**src/rtl/chip_ileave_pkg.sv**
```systemverilog
package chip_ileave_pkg;
   localparam int MAX_CW = 1024;

   // number of Hamming check bits for a data width
   function automatic int ham_bits(input int dw);
      int r;
      r = 1;
      while ((1 << r) < dw + r + 1) r = r + 1;
      return r;
   endfunction

   // codeword position of data bit k: k-th non-power-of-two position from 3
   function automatic int data_pos(input int k);
      int cnt;
      int pos;
      cnt = 0;
      pos = 0;
      for (int p = 3; p < MAX_CW; p++) begin
         if ((p & (p - 1)) != 0) begin
            if (cnt == k && pos == 0) pos = p;
            cnt++;
         end
      end
      return pos;
   endfunction

   // positions covered by check bit 2^r
   function automatic logic [MAX_CW-1:0] cover_mask(input int r, input int cw_w);
      logic [MAX_CW-1:0] m;
      m = '0;
      for (int p = 1; p < MAX_CW; p++)
         if (p < cw_w && ((p >> r) & 1) == 1) m[p] = 1'b1;
      return m;
   endfunction
endpackage

```
**src/rtl/chip_ileave_enc.sv**
```systemverilog
module chip_ileave_enc
   import chip_ileave_pkg::*;
#(
   parameter int DATA_W = 64,
   localparam int R    = ham_bits(DATA_W),
   localparam int CW_W = DATA_W + R + 1
) (
   input  logic [DATA_W-1:0] data_i,
   output wire  [CW_W-1:0]   cw_o
);
   wire [CW_W-1:1] spread;
   wire [R-1:0]    chk;

   for (genvar j = 0; j < DATA_W; j++) begin : g_data
      localparam int POS = data_pos(j);
      assign spread[POS] = data_i[j];
      assign cw_o[POS]   = data_i[j];
   end

   for (genvar r = 0; r < R; r++) begin : g_chk
      localparam logic [MAX_CW-1:0] MF = cover_mask(r, CW_W);
      localparam logic [CW_W-1:1]   M  = MF[CW_W-1:1];
      assign spread[1 << r] = 1'b0;
      assign chk[r]         = ^(spread & M);
      assign cw_o[1 << r]   = chk[r];
   end

   assign cw_o[0] = ^{chk, data_i};
endmodule

```
**src/rtl/chip_ileave_dec.sv**
```systemverilog
module chip_ileave_dec
   import chip_ileave_pkg::*;
#(
   parameter int DATA_W = 64,
   localparam int R    = ham_bits(DATA_W),
   localparam int CW_W = DATA_W + R + 1
) (
   input  logic [CW_W-1:0]   cw_i,
   output wire  [DATA_W-1:0] data_o,
   output logic              corr_o,
   output logic              uncorr_o
);
   wire  [R-1:0] syn;
   logic         par;
   logic         in_range;

   for (genvar r = 0; r < R; r++) begin : g_syn
      localparam logic [MAX_CW-1:0] MF = cover_mask(r, CW_W);
      localparam logic [CW_W-1:1]   M  = MF[CW_W-1:1];
      assign syn[r] = ^(cw_i[CW_W-1:1] & M);
   end

   always_comb begin
      par      = ^cw_i;
      in_range = {1'b0, syn} < (R + 1)'(CW_W);
      corr_o   = par && in_range;
      uncorr_o = ((|syn) && !par) || (par && !in_range);
   end

   for (genvar j = 0; j < DATA_W; j++) begin : g_fix
      localparam int POS = data_pos(j);
      assign data_o[j] = cw_i[POS] ^ (corr_o && (syn == R'(POS)));
   end
endmodule

```
**src/rtl/chip_ileave_ecc.sv**
```systemverilog
module chip_ileave_ecc
   import chip_ileave_pkg::*;
#(
   parameter int DATA_W = 64,
   parameter int DEV_W  = 4,
   localparam int LANES = DEV_W,
   localparam int R     = ham_bits(DATA_W),
   localparam int CW_W  = DATA_W + R + 1,
   localparam int NDEV  = CW_W,
   localparam int MEM_W = NDEV * DEV_W,
   localparam int BUS_W = LANES * DATA_W
) (
   input  logic             clk,
   input  logic             rst_n,
   input  logic [BUS_W-1:0] wr_data,
   output wire  [MEM_W-1:0] mem_wdata,
   input  logic             rd_valid_i,
   input  logic [MEM_W-1:0] mem_rdata,
   output logic             rd_valid_o,
   output logic [BUS_W-1:0] rd_data,
   output logic [LANES-1:0] corr_o,
   output logic [LANES-1:0] uncorr_o,
   output logic             nmi_o
);
   if (DEV_W < 2) begin : g_bad_dev
      $error("DEV_W must be at least 2");
   end
   if (DATA_W < 4) begin : g_bad_data
      $error("DATA_W must be at least 4");
   end
   if (CW_W > MAX_CW) begin : g_bad_cw
      $error("codeword wider than MAX_CW");
   end

   wire [BUS_W-1:0] dec_data;
   wire [LANES-1:0] dec_corr;
   wire [LANES-1:0] dec_unc;

   for (genvar b = 0; b < LANES; b++) begin : g_lane
      wire [CW_W-1:0] cw_w;
      wire [CW_W-1:0] cw_r;

      chip_ileave_enc #(.DATA_W(DATA_W)) u_enc (
         .data_i (wr_data[b*DATA_W +: DATA_W]),
         .cw_o   (cw_w)
      );

      for (genvar d = 0; d < NDEV; d++) begin : g_dev
         assign mem_wdata[d*DEV_W + b] = cw_w[d];
         assign cw_r[d]                = mem_rdata[d*DEV_W + b];
      end

      chip_ileave_dec #(.DATA_W(DATA_W)) u_dec (
         .cw_i     (cw_r),
         .data_o   (dec_data[b*DATA_W +: DATA_W]),
         .corr_o   (dec_corr[b]),
         .uncorr_o (dec_unc[b])
      );
   end

   always_ff @(posedge clk or negedge rst_n) begin
      if (!rst_n) begin
         rd_valid_o <= 1'b0;
         rd_data    <= '0;
         corr_o     <= '0;
         uncorr_o   <= '0;
         nmi_o      <= 1'b0;
      end else begin
         rd_valid_o <= rd_valid_i;
         if (rd_valid_i) begin
            rd_data  <= dec_data;
            corr_o   <= dec_corr;
            uncorr_o <= dec_unc;
            nmi_o    <= |dec_unc;
         end else begin
            corr_o   <= '0;
            uncorr_o <= '0;
            nmi_o    <= 1'b0;
         end
      end
   end

   assert_valid_latency_R7: assert property (@(posedge clk) disable iff (!rst_n)
      rd_valid_o == $past(rd_valid_i));

   assert_idle_hold_R7: assert property (@(posedge clk) disable iff (!rst_n)
      !rd_valid_i |=> $stable(rd_data));

   assert_flags_need_valid_R7: assert property (@(posedge clk) disable iff (!rst_n)
      ((|corr_o) || (|uncorr_o) || nmi_o) |-> rd_valid_o);

   assert_flag_exclusive_R4: assert property (@(posedge clk) disable iff (!rst_n)
      (corr_o & uncorr_o) == '0);

   assert_nmi_backed_R6: assert property (@(posedge clk) disable iff (!rst_n)
      nmi_o |-> (|uncorr_o));
endmodule

```
**config.mk**
```make
export PLATFORM = sky130hd
export DESIGN_NAME = chip_ileave_ecc
export DESIGN_NICKNAME = d
export VERILOG_FILES = /design/src/rtl/chip_ileave_pkg.sv /design/src/rtl/chip_ileave_enc.sv /design/src/rtl/chip_ileave_dec.sv /design/src/rtl/chip_ileave_ecc.sv
export SDC_FILE = /design/constraint.sdc
export NUM_CORES = 1
export LEC_CHECK = 0
export ABC_AREA = 1
export BUFFER_PORTS_ARGS = -buffer_cell sky130_fd_sc_hd__buf_4
export CAP_MARGIN = 20
export CELL_PAD_IN_SITES_DETAIL_PLACEMENT = 1
export CELL_PAD_IN_SITES_GLOBAL_PLACEMENT = 2
export CORE_AREA = 2 2 426 428
export DETAILED_ROUTE_END_ITERATION = 6
export DIE_AREA = 0 0 428 430
export GPL_TIMING_DRIVEN = 0
export PLACE_DENSITY_LB_ADDON = 0.1
export SYNTH_ARGS = -nofsm -noshare
export SYNTH_HDL_FRONTEND = slang
export SYNTH_SLANG_ARGS = --single-unit
```
**constraint.sdc**
```tcl
create_clock -name clk -period 4 [get_ports clk]
set_input_delay 0 -clock clk [delete_from_list [all_inputs] [get_ports clk]]
set_output_delay 0 -clock clk [all_outputs]
set_load 0.005 [all_outputs]
```
==> metrics.md <==
| Metric | Value |
|---|---|
| Number of setup violations in the final report | `0` |
| Clk pin slew, worst setup/hold paths | `0.06 ns` |
| Crit path to | `rd_data[243]` |
| Crit-path max FO | `7` |
| Status | `finished clean` |
| Post-CTS Setup Inserts | `0` |
| Synth warn | `0` |
| Total gr overflow | `0` |
| Slew Viols, Final | `0` |
| Crit. End Element | `register` |
| First-pass GRT wire length | `301600 microns` |
| Clock Path Buffers | `3` |
| Skew-Pair Late Insertion Delay | `0.63 ns` |
| Crit-path leading delay family | `simple AND/OR/NAND/NOR gates` |
| CP Buf/Inv Count | `6` |
| Hold depth | `2` |
| Wirelength per Cell | `21.57 microns` |
| First DRT Iteration DRCs | `1741` |
| Initial core utilization | `20.21%` |
| Top-count cell post-synth | `nand2_1` |
| Crit start category | `primary input` |
| Max_cap viols | `0` |
| H-tree Lvls | `2` |
| Leak | `26.73 nW` |
| Peak VDD IR | `0.3131 mV` |
| Initial antenna violation count | `50` |
| EDFF count, synth | `0` |
| Fmax | `0.3000 GHz` |
| Mapped cell area | `0.03632 sq mm` |
| Post-route DRC | `0` |
| WL final | `210000 microns` |
| Synth top cells by count | `nand2_1 (2401), xnor2_1 (681), inv_1 (523), nand3_1 (516), xor2_1 (350)` |
| Post-CTS Hold Buffers | `260` |
| CTS tree | `built` |
| Critical R2R Launch | `rd_data[247]` |
| Hold Crit Class | `in -> reg` |
| Worst path slowest cell | `nor2_1` |
| Vias after detailed routing | `41860` |
| Power Total | `21.85 mW` |
| Finished Layout Cells | `9732` |
| Die area | `0.1840 sq mm` |
| Std-Cell Rows | `156` |
| Synth cell types | `38` |
| R2R Setup Slk | `3.25 ns` |
| RSZ-0062 raised after global routing | `no` |
| Vias per cell | `4.301` |
| Height of the die | `430 microns` |
| Measured slew at the worst slew-check pin | `1.145 ns` |
| GRT Util Overall | `22.12%` |
| Crit path from | `mem_rdata[15]` |
| Final ANT Viol Nets | `0` |
| Sequential area share after synthesis | `18.33%` |
| CP Class | `in -> reg` |
| Core Area | `0.1798 sq mm` |
| IO Pins | `1101` |
| CP most frequent cell | `nand2_1` |
| Post-Syn Instances | `5953` |
| Post_cts resized | `0` |
| Period utilization | `83.33%` |
| Power Dens Cells | `424.9 mW/mm^2` |
| Biggest area consumer among synthesized cells | `nand2_1` |
| CTS root buffer | `clkbuf_16` |
| Final Hold Viols | `0` |
| Nets | `7861` |
| Syn nets | `6500` |
| Post-synth ARST share | `100.0%` |
| Number of synthesized register bits | `266` |
| DR pass1 iterations | `5` |
| Worst R2R End | `rd_data[247]` |
| Layout Area Growth over Synthesis | `41.57%` |
| Die width | `428 microns` |
| Mean Syn Cell Area | `6.102 sq um` |
| Crit-path max cell delay | `0.72 ns` |
| Stages on worst setup path | `20` |
| Top cell type's share of synthesized area | `24.81%` |
| Post-synth top flop | `dfrtp_1` |
| WP data arrival | `3.83 ns` |
| Tmin final | `3.333 ns` |
| Vias in the first global route | `43660` |
| Placed Instances | `9379` |
| HPWL after DPL | `181400 microns` |
| Crit-path cells | `dlygate4sd3_1, clkbuf_2, xnor2_1, inv_1, nand2_1, nand3_1, nand2_1, inv_1, nand2_1, nand2_1, inv_1, nand3_1, nand2_1, nand2_1, nor2_1, inv_1, o21ai_0, nand2_1, nand2_1, nand2_1` |
| Fraction of layout cells with a size suffix above 1 | `21.15%` |
| Dominant cells by area after synthesis | `nand2_1 (25%), dfrtp_1 (18%), xnor2_1 (16%)` |
| Port Buffers | `1040` |
| Worst r2r path cells | `2` |
| Rel. slew slack | `23.38%` |
| Worst Path Required | `4.50 ns` |
| Setup TNS | `0 ns` |
| Clock buffer count from CTS | `43` |
| Skew final | `0 ns` |
| Global placer's final weighted congestion | `0.8644` |
| Pin count of the biggest net entering global routing | `78` |
| CTS Sinks | `266` |
[power breakdown]
group | switching [mW] | internal [mW] | total, mW | leakage (nW)
logic | 9.56 | 5.20 | 14.8 | 22.9
clock network | 1.60 | 2.31 | 3.91 | 0.682
registers | 0.198 | 2.98 | 3.18 | 3.16
total | 11.4 | 10.5 | 21.8 | 26.7
[registers in the layout, indices dropped and copies added, names as in the netlist]
name        count
rd_data       256
nmi_o           1
uncorr_o        4
corr_o          4
rd_valid_o      1
[kinds of logic (layout without fill, tap and decap cells)]
family | after synthesis | count (layout) | share of synthesized area, %
AO/OA/AOI/OAI | 237 | 237 | 3.910
XOR/XNOR | 1036 | 1036 | 25.08
buffers and inverters | 982 | 2375 | 13.67
flip-flops | 266 | 266 | 18.33
other | 0 | 16 | 0
AND/OR/NAND/NOR | 3432 | 3432 | 39.01
[stage by stage]
stage	hold WS (ns)	utilization, %	setup WS, ns	instance area, sq um
floorplan	-0.2956	-	1.943	36320
global placement	0.1599	26.20	-0.1111	47100
detailed placement	-0.07000	26.35	0.6129	47370
CTS	0.02138	28.58	0.6169	51380
global route	0.04715	28.59	0.3055	51400
finish	0.07359	28.61	0.6668	51420
[per-layer routing]
metal	vias up	part of all wire, %	track usage [%]
li1	20850	-	-
met1	20030	42	26.07
met2	741	52	41.53
met3	209	3.3	2.942
met4	24	2.9	5.988
met5	-	0.067	0
[cell usage in the layout, fill, tap and decap left out, types with 5 or more instances in the layout]
master,synthesis,routed
a21oi_1,79,79
buf_12,6,7
buf_16,0,5
buf_2,68,68
buf_4,279,1319
buf_6,3,11
clkbuf_1,77,83
clkbuf_16,0,43
clkbuf_2,11,15
clkbuf_8,0,8
clkinv_2,0,7
dfrtp_1,266,266
diode_2,0,16
dlygate4sd3_1,0,259
inv_1,523,523
inv_2,9,9
nand2_1,2401,2401
nand2_2,6,6
nand3_1,516,516
nand3_2,5,5
nand3b_1,28,28
nand4_1,145,145
nor2_1,289,289
nor2_2,10,10
o21ai_0,35,35
o21ai_1,31,31
o21bai_1,87,87
or2_2,14,14
xnor2_1,681,681
xor2_1,350,350
[worst min path at each step]
stage                           from      endpoint  slack [ns]
after floorplan                rst_n     corr_o[0]       -0.30
after global placement    rd_valid_i    rd_valid_o        0.16
after detailed placement       rst_n  rd_data[176]       -0.07
after CTS                 rd_valid_i    rd_valid_o        0.02
after global routing      rd_valid_i    rd_valid_o        0.05
final                     rd_valid_i    rd_valid_o        0.07
[cell type report]
type / instances / area, sq um
clock inverters: 16 / 173.9
inverters: 533 / 2001
repair buffers: 1316 / 10690
diodes: 16 / 40.04
well taps: 2370 / 2965
clock buffers: 61 / 1224
fillers: 22760 / 128300
plain buffers: 449 / 2968
multi-input cells: 4705 / 24700
flip-flops and latches: 266 / 6656
No activity file was read; power rests on OpenSTA's default activity.
